===== src/rtl/bbc_pkg.sv =====
package bbc_pkg;

    typedef enum logic [1:0] {
        ST_OFF   = 2'd0,
        ST_WAIT  = 2'd1,
        ST_LINK  = 2'd2,
        ST_FAULT = 2'd3
    } bbc_state_e;

    localparam int unsigned BBC_SIDES = 2;

endpackage


===== src/rtl/bbc_sync.sv =====
module bbc_sync #(
    parameter int unsigned WIDTH  = 4,
    parameter int unsigned STAGES = 2
) (
    input  logic             clk,
    input  logic             rst_n,
    input  logic [WIDTH-1:0] d,
    output logic [WIDTH-1:0] q
);
    logic [WIDTH-1:0] pipe [STAGES];

    always_ff @(posedge clk or negedge rst_n) begin
        if (!rst_n) begin
            for (int i = 0; i < int'(STAGES); i++) pipe[i] <= '0;
        end else begin
            pipe[0] <= d;
            for (int i = 1; i < int'(STAGES); i++) pipe[i] <= pipe[i-1];
        end
    end

    assign q = pipe[STAGES-1];
endmodule


===== src/rtl/bbc_side_qual.sv =====
module bbc_side_qual #(
    parameter int unsigned IDLE_CYCLES = 23750
) (
    input  logic clk,
    input  logic rst_n,
    input  logic clr,
    input  logic scl,
    input  logic sda,
    output logic qual
);
    localparam int unsigned CW = $clog2(IDLE_CYCLES + 1);
    localparam logic [CW-1:0] LIMIT = CW'(IDLE_CYCLES);

    logic          sda_prev;
    logic [CW-1:0] hi_cnt;
    logic          stop_hit;
    logic          idle_hit;

    always_ff @(posedge clk or negedge rst_n) begin
        if (!rst_n) begin
            sda_prev <= 1'b0;
            hi_cnt   <= '0;
        end else begin
            sda_prev <= sda;
            if (clr) begin
                hi_cnt <= '0;
            end else if (scl && sda) begin
                hi_cnt <= (hi_cnt == LIMIT) ? hi_cnt : hi_cnt + CW'(1);
            end else begin
                hi_cnt <= '0;
            end
        end
    end

    always_comb begin
        stop_hit = scl && sda && !sda_prev;
        idle_hit = (hi_cnt == LIMIT);
        qual     = stop_hit || idle_hit;
    end
endmodule


===== src/rtl/bbc_fsm.sv =====
module bbc_fsm
    import bbc_pkg::*;
(
    input  logic clk,
    input  logic rst_n,
    input  logic pwr_good,
    input  logic enable,
    input  logic fault,
    input  logic both_qual,
    output logic link,
    output logic precharge_en,
    output logic mon_clear,
    output logic fault_mem
);
    bbc_state_e state_q, state_d;
    logic       fmem_q, fmem_d;

    // next state
    always_comb begin
        state_d = state_q;
        fmem_d  = fmem_q;
        if (!pwr_good) begin
            state_d = ST_OFF;
            fmem_d  = 1'b0;
        end else if (!enable) begin
            state_d = ST_OFF;
        end else begin
            unique case (state_q)
                ST_OFF: begin
                    if (fmem_q) begin
                        state_d = ST_LINK;
                        fmem_d  = 1'b0;
                    end else begin
                        state_d = ST_WAIT;
                    end
                end
                ST_WAIT: begin
                    if (fault) begin
                        state_d = ST_FAULT;
                        fmem_d  = 1'b1;
                    end else if (both_qual) begin
                        state_d = ST_LINK;
                        fmem_d  = 1'b0;
                    end
                end
                ST_LINK: begin
                    if (fault) begin
                        state_d = ST_FAULT;
                        fmem_d  = 1'b1;
                    end
                end
                ST_FAULT: begin
                    if (!fault) state_d = ST_WAIT;
                end
                default: state_d = ST_OFF;
            endcase
        end
    end

    // state register
    always_ff @(posedge clk or negedge rst_n) begin
        if (!rst_n) begin
            state_q <= ST_OFF;
            fmem_q  <= 1'b0;
        end else begin
            state_q <= state_d;
            fmem_q  <= fmem_d;
        end
    end

    // outputs
    always_comb begin
        link         = 1'b0;
        precharge_en = 1'b1;
        mon_clear    = 1'b0;
        unique case (state_q)
            ST_OFF:   mon_clear = 1'b1;
            ST_WAIT:  mon_clear = 1'b0;
            ST_LINK: begin
                link         = 1'b1;
                precharge_en = 1'b0;
            end
            ST_FAULT: mon_clear = 1'b1;
            default:  mon_clear = 1'b1;
        endcase
        fault_mem = fmem_q;
    end
endmodule


===== src/rtl/bbc_ctrl.sv =====
module bbc_ctrl
    import bbc_pkg::*;
#(
    parameter int unsigned IDLE_CYCLES = 23750,
    parameter int unsigned SYNC_STAGES = 2
) (
    input  logic clk,
    input  logic rst_n,
    input  logic pwr_good,
    input  logic enable,
    input  logic fault,
    input  logic in_scl,
    input  logic in_sda,
    input  logic out_scl,
    input  logic out_sda,
    output logic connect,
    output logic ready,
    output logic precharge_en,
    output logic accel_en
);
    localparam int unsigned LINES = 2 * BBC_SIDES;

    logic [LINES-1:0]     raw_lines;
    logic [LINES-1:0]     sync_lines;
    logic [BBC_SIDES-1:0] scl_s;
    logic [BBC_SIDES-1:0] sda_s;
    logic [BBC_SIDES-1:0] side_qual;
    logic                 both_qual;
    logic                 mon_clear;
    logic                 link;
    logic                 pre_en;
    logic                 fault_mem;

    // side 0 = input side, side 1 = output side
    assign raw_lines = {out_scl, in_scl, out_sda, in_sda};

    bbc_sync #(.WIDTH(LINES), .STAGES(SYNC_STAGES)) u_sync (
        .clk   (clk),
        .rst_n (rst_n),
        .d     (raw_lines),
        .q     (sync_lines)
    );

    assign scl_s = sync_lines[LINES-1:BBC_SIDES];
    assign sda_s = sync_lines[BBC_SIDES-1:0];

    for (genvar s = 0; s < BBC_SIDES; s++) begin : g_side
        bbc_side_qual #(.IDLE_CYCLES(IDLE_CYCLES)) u_qual (
            .clk   (clk),
            .rst_n (rst_n),
            .clr   (mon_clear),
            .scl   (scl_s[s]),
            .sda   (sda_s[s]),
            .qual  (side_qual[s])
        );
    end

    assign both_qual = &side_qual;

    bbc_fsm u_fsm (
        .clk          (clk),
        .rst_n        (rst_n),
        .pwr_good     (pwr_good),
        .enable       (enable),
        .fault        (fault),
        .both_qual    (both_qual),
        .link         (link),
        .precharge_en (pre_en),
        .mon_clear    (mon_clear),
        .fault_mem    (fault_mem)
    );

    assign connect      = link;
    assign ready        = link;
    assign accel_en     = link;
    assign precharge_en = pre_en;
endmodule


===== config.mk =====
export PLATFORM = sky130hd
export DESIGN_NAME = bbc_ctrl
export DESIGN_NICKNAME = d
export VERILOG_FILES = /design/src/rtl/bbc_pkg.sv /design/src/rtl/bbc_sync.sv /design/src/rtl/bbc_side_qual.sv /design/src/rtl/bbc_fsm.sv /design/src/rtl/bbc_ctrl.sv
export SDC_FILE = /design/constraint.sdc
export NUM_CORES = 1
export LEC_CHECK = 0
export BUFFER_PORTS_ARGS = -buffer_cell sky130_fd_sc_hd__buf_2
export CORE_ASPECT_RATIO = 0.9
export CORE_MARGIN = 5
export CORE_UTILIZATION = 54
export DETAILED_ROUTE_END_ITERATION = 8
export PLACE_DENSITY = 0.71
export RECOVER_POWER = 25
export SLEW_MARGIN = 10
export SYNTH_ARGS = -nofsm -noshare
export SYNTH_HDL_FRONTEND = slang
export SYNTH_SLANG_ARGS = --single-unit

===== constraint.sdc =====
create_clock -name clk -period 1.8 [get_ports clk]
set_clock_uncertainty 0.05 [all_clocks]
set_input_delay 0.36 -clock clk [delete_from_list [all_inputs] [get_ports clk]]
set_output_delay 0.36 -clock clk [all_outputs]
set_load 0.005 [all_outputs]

# Word level (Yosys, flattened, before mapping)
# Cells that the tools add are included.
[classes] eq_ne=14 n_reduce_logical=13 mux=23 n_addsub=2
[op_table] operator="2-to-1 mux 15 bit" n=6
[op_table] operator="adder 15 x 1 -> 15 bit (second input constant)" n=2
[op_table] operator="== test 15 bit (second input constant)" n=2
[op_table] operator="2-to-1 mux 2 bit" n=7
[op_table] operator="!= test 4 bit (second input constant)" n=3
[op_table] operator="2-to-1 mux 1 bit" n=8
[op_table] operator="case mux 2 bit (4 select lines)" n=1
[op_table] operator="!= test 3 bit (second input constant)" n=2
[op_table] operator="!= test 5 bit (second input constant)" n=1
[op_table] operator="== test 2 bit (second input constant)" n=2
[op_table] operator="logical AND 1 bit" n=4
[op_table] operator="!= test 4 x 1 -> 1 bit (second input constant)" n=1
[op_table] operator="AND reduction 4 bit" n=1
[op_table] operator="!= test 3 x 2 -> 1 bit (second input constant)" n=1
[op_table] operator="case mux 1 bit (3 select lines)" n=1
[op_table] operator="AND reduction 3 bit" n=1
[op_table] operator="== test 2 x 1 -> 1 bit (second input constant)" n=1
[op_table] operator="zero test 1 bit" n=2
[op_table] operator="zero test 2 bit" n=1
[op_table] operator="logical OR 1 bit" n=2
[op_table] operator="!= test 2 x 1 -> 1 bit (second input constant)" n=1
[op_table] operator="AND reduction 2 bit" n=1
[op_table] operator="OR reduction 2 bit" n=1
[totals] in_bits=9 regBits=43 elab_cells=60 output_inout_bits=4

# Logic depth before layout (Yosys ltp)
[depth] depth_word=9 mapped_depth=7 ltp_nobuf=7

# Modules after synthesis
# From an unflattened synthesis, not the netlist that was laid out.
[hier_totals] cells_unflattened=218 area_unflattened_um2=2185.8
[by_module_without_submodules] mod="bbc_side_qual" area_each_um2=817.0 cells_per_inst=85 instances=2
[by_module_without_submodules] mod="bbc_fsm" area_each_um2=300.3 cells_per_inst=33 instances=1
[by_module_without_submodules] mod="bbc_sync" area_each_um2=230.2 cells_per_inst=12 instances=1
[by_module_without_submodules] mod="bbc_ctrl" area_each_um2=21.3 cells_per_inst=3 instances=1

# Worst setup path after synthesis
# OpenSTA, ideal clock, no wires.
[synth_timing] kind="register -> register" start="register g_side[0].u_qual.hi_cnt[0]" end="register u_fsm.state_q[1]" required_ns=1.630 t_arrival_ns=1.538 path_stages_with_launch=8 setup_slack_ns=0.092 setup_time_ns=0.120 n_path_buf=0 synth_period_minus_slack_ns=1.708 cell_sequence="dfrtp_1 > inv_1 > ha_1 > and4b_1 > nand4_4 > a32o_2 > mux2i_1 > and3_1"
[synth_between] elab_chain_cells=5
[synth_lines] element="start, declared" line="bbc_side_qual.sv:15" source="logic [CW-1:0] hi_cnt;"
[synth_lines] element="start signal, assigned" line="bbc_side_qual.sv:28" source="hi_cnt <= (hi_cnt == LIMIT) ? hi_cnt : hi_cnt + CW'(1);"
[synth_lines] element="== test 15 bit" line="bbc_side_qual.sv:37" source="idle_hit = (hi_cnt == LIMIT);"
[synth_lines] element="logical OR 1 bit" line="bbc_side_qual.sv:38" source="qual = stop_hit || idle_hit;"
[synth_lines] element="AND reduction 2 bit" line="bbc_ctrl.sv:58" source="assign both_qual = &side_qual;"
[synth_lines] element="!= test 5 bit (no source line)"
[synth_lines] element="AND reduction 3 bit (no source line)"
[synth_lines] element="end signal, assigned" line="bbc_fsm.sv:66" source="state_q <= state_d;"
[synth_lines] element="end, declared" line="bbc_fsm.sv:15" source="bbc_state_e state_q, state_d;"
# Every way passes these cells.
# A chain may end at the register's enable or synchronous reset.

# Worst setup path in the final report
# Ends and elaborated chain as after synthesis.

==> impl_metrics.env <==
export IMPL_synth_seq_cells=43
export IMPL_grt_overflow_total=0
export IMPL_drc_errors=0
export IMPL_async_reset_ff_share_pct=100
export IMPL_yosysSeqAreaShare_pct=50.8
export IMPL_place_hpwl_mm=3.02
export IMPL_dp_slack_ns=0.0678
export IMPL_cts_buffers=5
export IMPL_drive_gt1_share_pct=16.5
export IMPL_max_freq_mhz=587
export IMPL_routedWlPerCell_um=14.2
export IMPL_multi_input_area_um2=1000
export IMPL_cts_max_path_buffers=2
export IMPL_die_w_um=76.0
export IMPL_yosysWarningCount=0
export IMPL_fillers=297
export IMPL_slew_violations=0
export IMPL_synth_nets=226
export IMPL_gp_congestion=0.846
export IMPL_crit_fanout=4
export IMPL_tightest_slew_ns=0.903
export IMPL_syn_to_final_growth_pct=15.2
export IMPL_ys_flop_type="dfrtp_1"
export IMPL_cp_data_arrival_time_ns=1.83
export IMPL_worstHoldStart="in_scl"
export IMPL_max_cap_violations=0
export IMPL_crit_path_start="g_side[0].u_qual.hi_cnt[0]"
export IMPL_die_area_um2=5280
export IMPL_hold_path_depth=1
export IMPL_die_h_um=69.4
export IMPL_syn_avg_cell_area_um2=10.1
export IMPL_routed_via_density=5.70
export IMPL_start_kind="flip-flop"
export IMPL_antenna_found_initial=0
export IMPL_min_period_over_period_pct=94.7
export IMPL_synth_cell_types=38
export IMPL_coreArea_um2=3760
export IMPL_cp_required_ns=1.93
export IMPL_setup_viol=0
export IMPL_fin_ws_ns=0.0958
export IMPL_clock_latency_ns=0.29
export IMPL_routed_wirelength_mm=4.03
export IMPL_num_rows=21
export IMPL_pin_count=13
export IMPL_critPathCaptureType="flip-flop"
export IMPL_hold_viol_final=0
export IMPL_hp_class="in -> reg"
export IMPL_path_class="reg -> reg"
export IMPL_dr_first_iter_drc_count=80
export IMPL_regArea_um2=1080
export IMPL_max_slew_margin_pct=39.8
export IMPL_rsz0062_at_grt="false"
export IMPL_tns_ns=0
export IMPL_netlist_area_um2=2120
export IMPL_htreeDepth=2
export IMPL_synth_cells=209
export IMPL_r2r_start="g_side[0].u_qual.hi_cnt[0]"
export IMPL_leakage_nw=1.07
export IMPL_r2r_cells=7
export IMPL_fin_crit_ns=1.70
export IMPL_grt_first_pass_wirelength_mm=6.96
export IMPL_firstDrtPassIters=4
export IMPL_port_buffers=12
export IMPL_outcome="finished, final reports clean"
export IMPL_grt_pass1_vias=1549
export IMPL_ir_drop_mv=0.604
export IMPL_cts_sinks=43
export IMPL_grt_max_degree=29
export IMPL_synth_edf_count=0
export IMPL_initial_core_util_pct=56.4
export IMPL_clk_pin_slew_worst_paths_ns=0.07
export IMPL_ant_nets=0
export IMPL_cts_root_buf="clkbuf_8"
export IMPL_n_antenna_cell=0
export IMPL_cts_tree="done"
export IMPL_vias=1614
export IMPL_power_density_nw_per_um2=730
export IMPL_grt_usage_pct=16.0
export IMPL_nets=254
[layout by cell type, fill, tap and decap left out, types with 5 or more instances in the layout]
cell      synthesis  routed
ha_1              8       7
nand3_1           9       9
buf_4             2      11
dfrtp_1          43      41
nand4_1           5       5
buf_2             0      11
nor3_1            5       5
and3_1            7       7
nor2_1           30      30
xnor2_1           9       9
clkbuf_8          0       5
nand2_1          22      22
xor2_1           12      12
a21oi_1           9       9
inv_1             8       8
[layout make-up]
| type | count | area share [%] |
|---|---|---|
| Tap cell | 46 | 2.36 |
| Inverter | 8 | 1.23 |
| Clock buffer | 6 | 2.97 |
| Timing Repair Buffer | 25 | 7.02 |
| Clock inverter | 1 | 1.23 |
| Sequential cell | 43 | 44.2 |
| Multi-Input combinational cell | 154 | 41.0 |
[cell families (layout without fill, tap and decap cells)]
logic type               Yosys count  after routing  share of synthesized area, %
flip-flops                        43             43                          50.8
AO/OA/AOI/OAI                     24             24                          6.97
AND/OR/NAND/NOR                   99             99                          25.4
multiplexers                       2              2                         0.945
XOR/XNOR                          21             21                          8.68
buffers and inverters             12             40                          2.48
adder cells (fa/ha/maj)            8              8                          4.72
[report_power, final]
group          switching (mW)  internal [mW]
sequential            0.00834          0.980
combinational          0.0516         0.0347
clock                   0.301          0.406
[final timing paths]
check,endpoint,slack [ns]
setup / recovery,u_fsm.state_q[1],0.1
hold / removal,u_sync.pipe[6],0.12
setup reg to reg,u_fsm.state_q[1],0.1
hold reg to reg,u_sync.q[2],0.30
max in group asynchronous,g_side[1].u_qual.hi_cnt[0],0.38
min in group asynchronous,g_side[0].u_qual.hi_cnt[14],0.65
[sequential cells by signal (all words and copies together) (netlist names)]
name and flops:
g_side.u_qual.hi_cnt 30, u_sync.pipe 4, u_sync.q 4, g_side.u_qual.sda_prev 2
u_fsm.state_q 2, u_fsm.fault_mem 1
[cells in the mapped netlist, drive strengths merged, types with 5 or more instances]
cell   instances  area [um^2]
nor2          30          113
xnor2          9         78.8
or3            5         36.3
and3           7         43.8
xor2          12          105
nand2         22         82.6
inv            8         30.0
ha             8          100
nand4          7         65.1
o21ai          7         35.0
nand3          9         45.0
a21oi          9         45.0
nor3           6         35.0
dfrtp         43         1080
[worst max-delay path, cell delays in order (launching register included)]
cell     delay (ns)
dfrtp_1        0.41
inv_1          0.06
ha_1           0.14
and4b_1        0.24
nand4_4        0.09
a32o_2         0.31
mux2i_1        0.11
and3_1         0.18
[through the flow]
stage,power (mW),util (%),std cells,cell area (um^2),hold slack [ns]
after global placement,1.09,61.1,272,2290,0.237
final,1.78,65.0,283,2440,0.123
after floorplan,1.04,-,209,2120,0.0144
after CTS,1.80,64.1,280,2410,0.119
after detailed placement,1.09,61.1,272,2290,0.248
after global routing,1.87,65.0,283,2440,0.112
[metal layers]
metal  global-route usage (%)  share of wire, %  up-vias
met5                        0                 0        -
met4                     6.72               1.4        0
met3                     3.77               3.7        8
met2                     26.7                51       35
met1                     19.8                44      790
li1                         -                 -      781
[repair_timing]
item | in CTS | in global routing
endpoints found under the hold margin | 15 | 0
hold buffers | 1 | 0
setup endpoints to repair | 0 | 5
gates resized for setup | 0 | 4
setup buffers | 0 | 3
No activity file was read; power rests on OpenSTA's default activity.
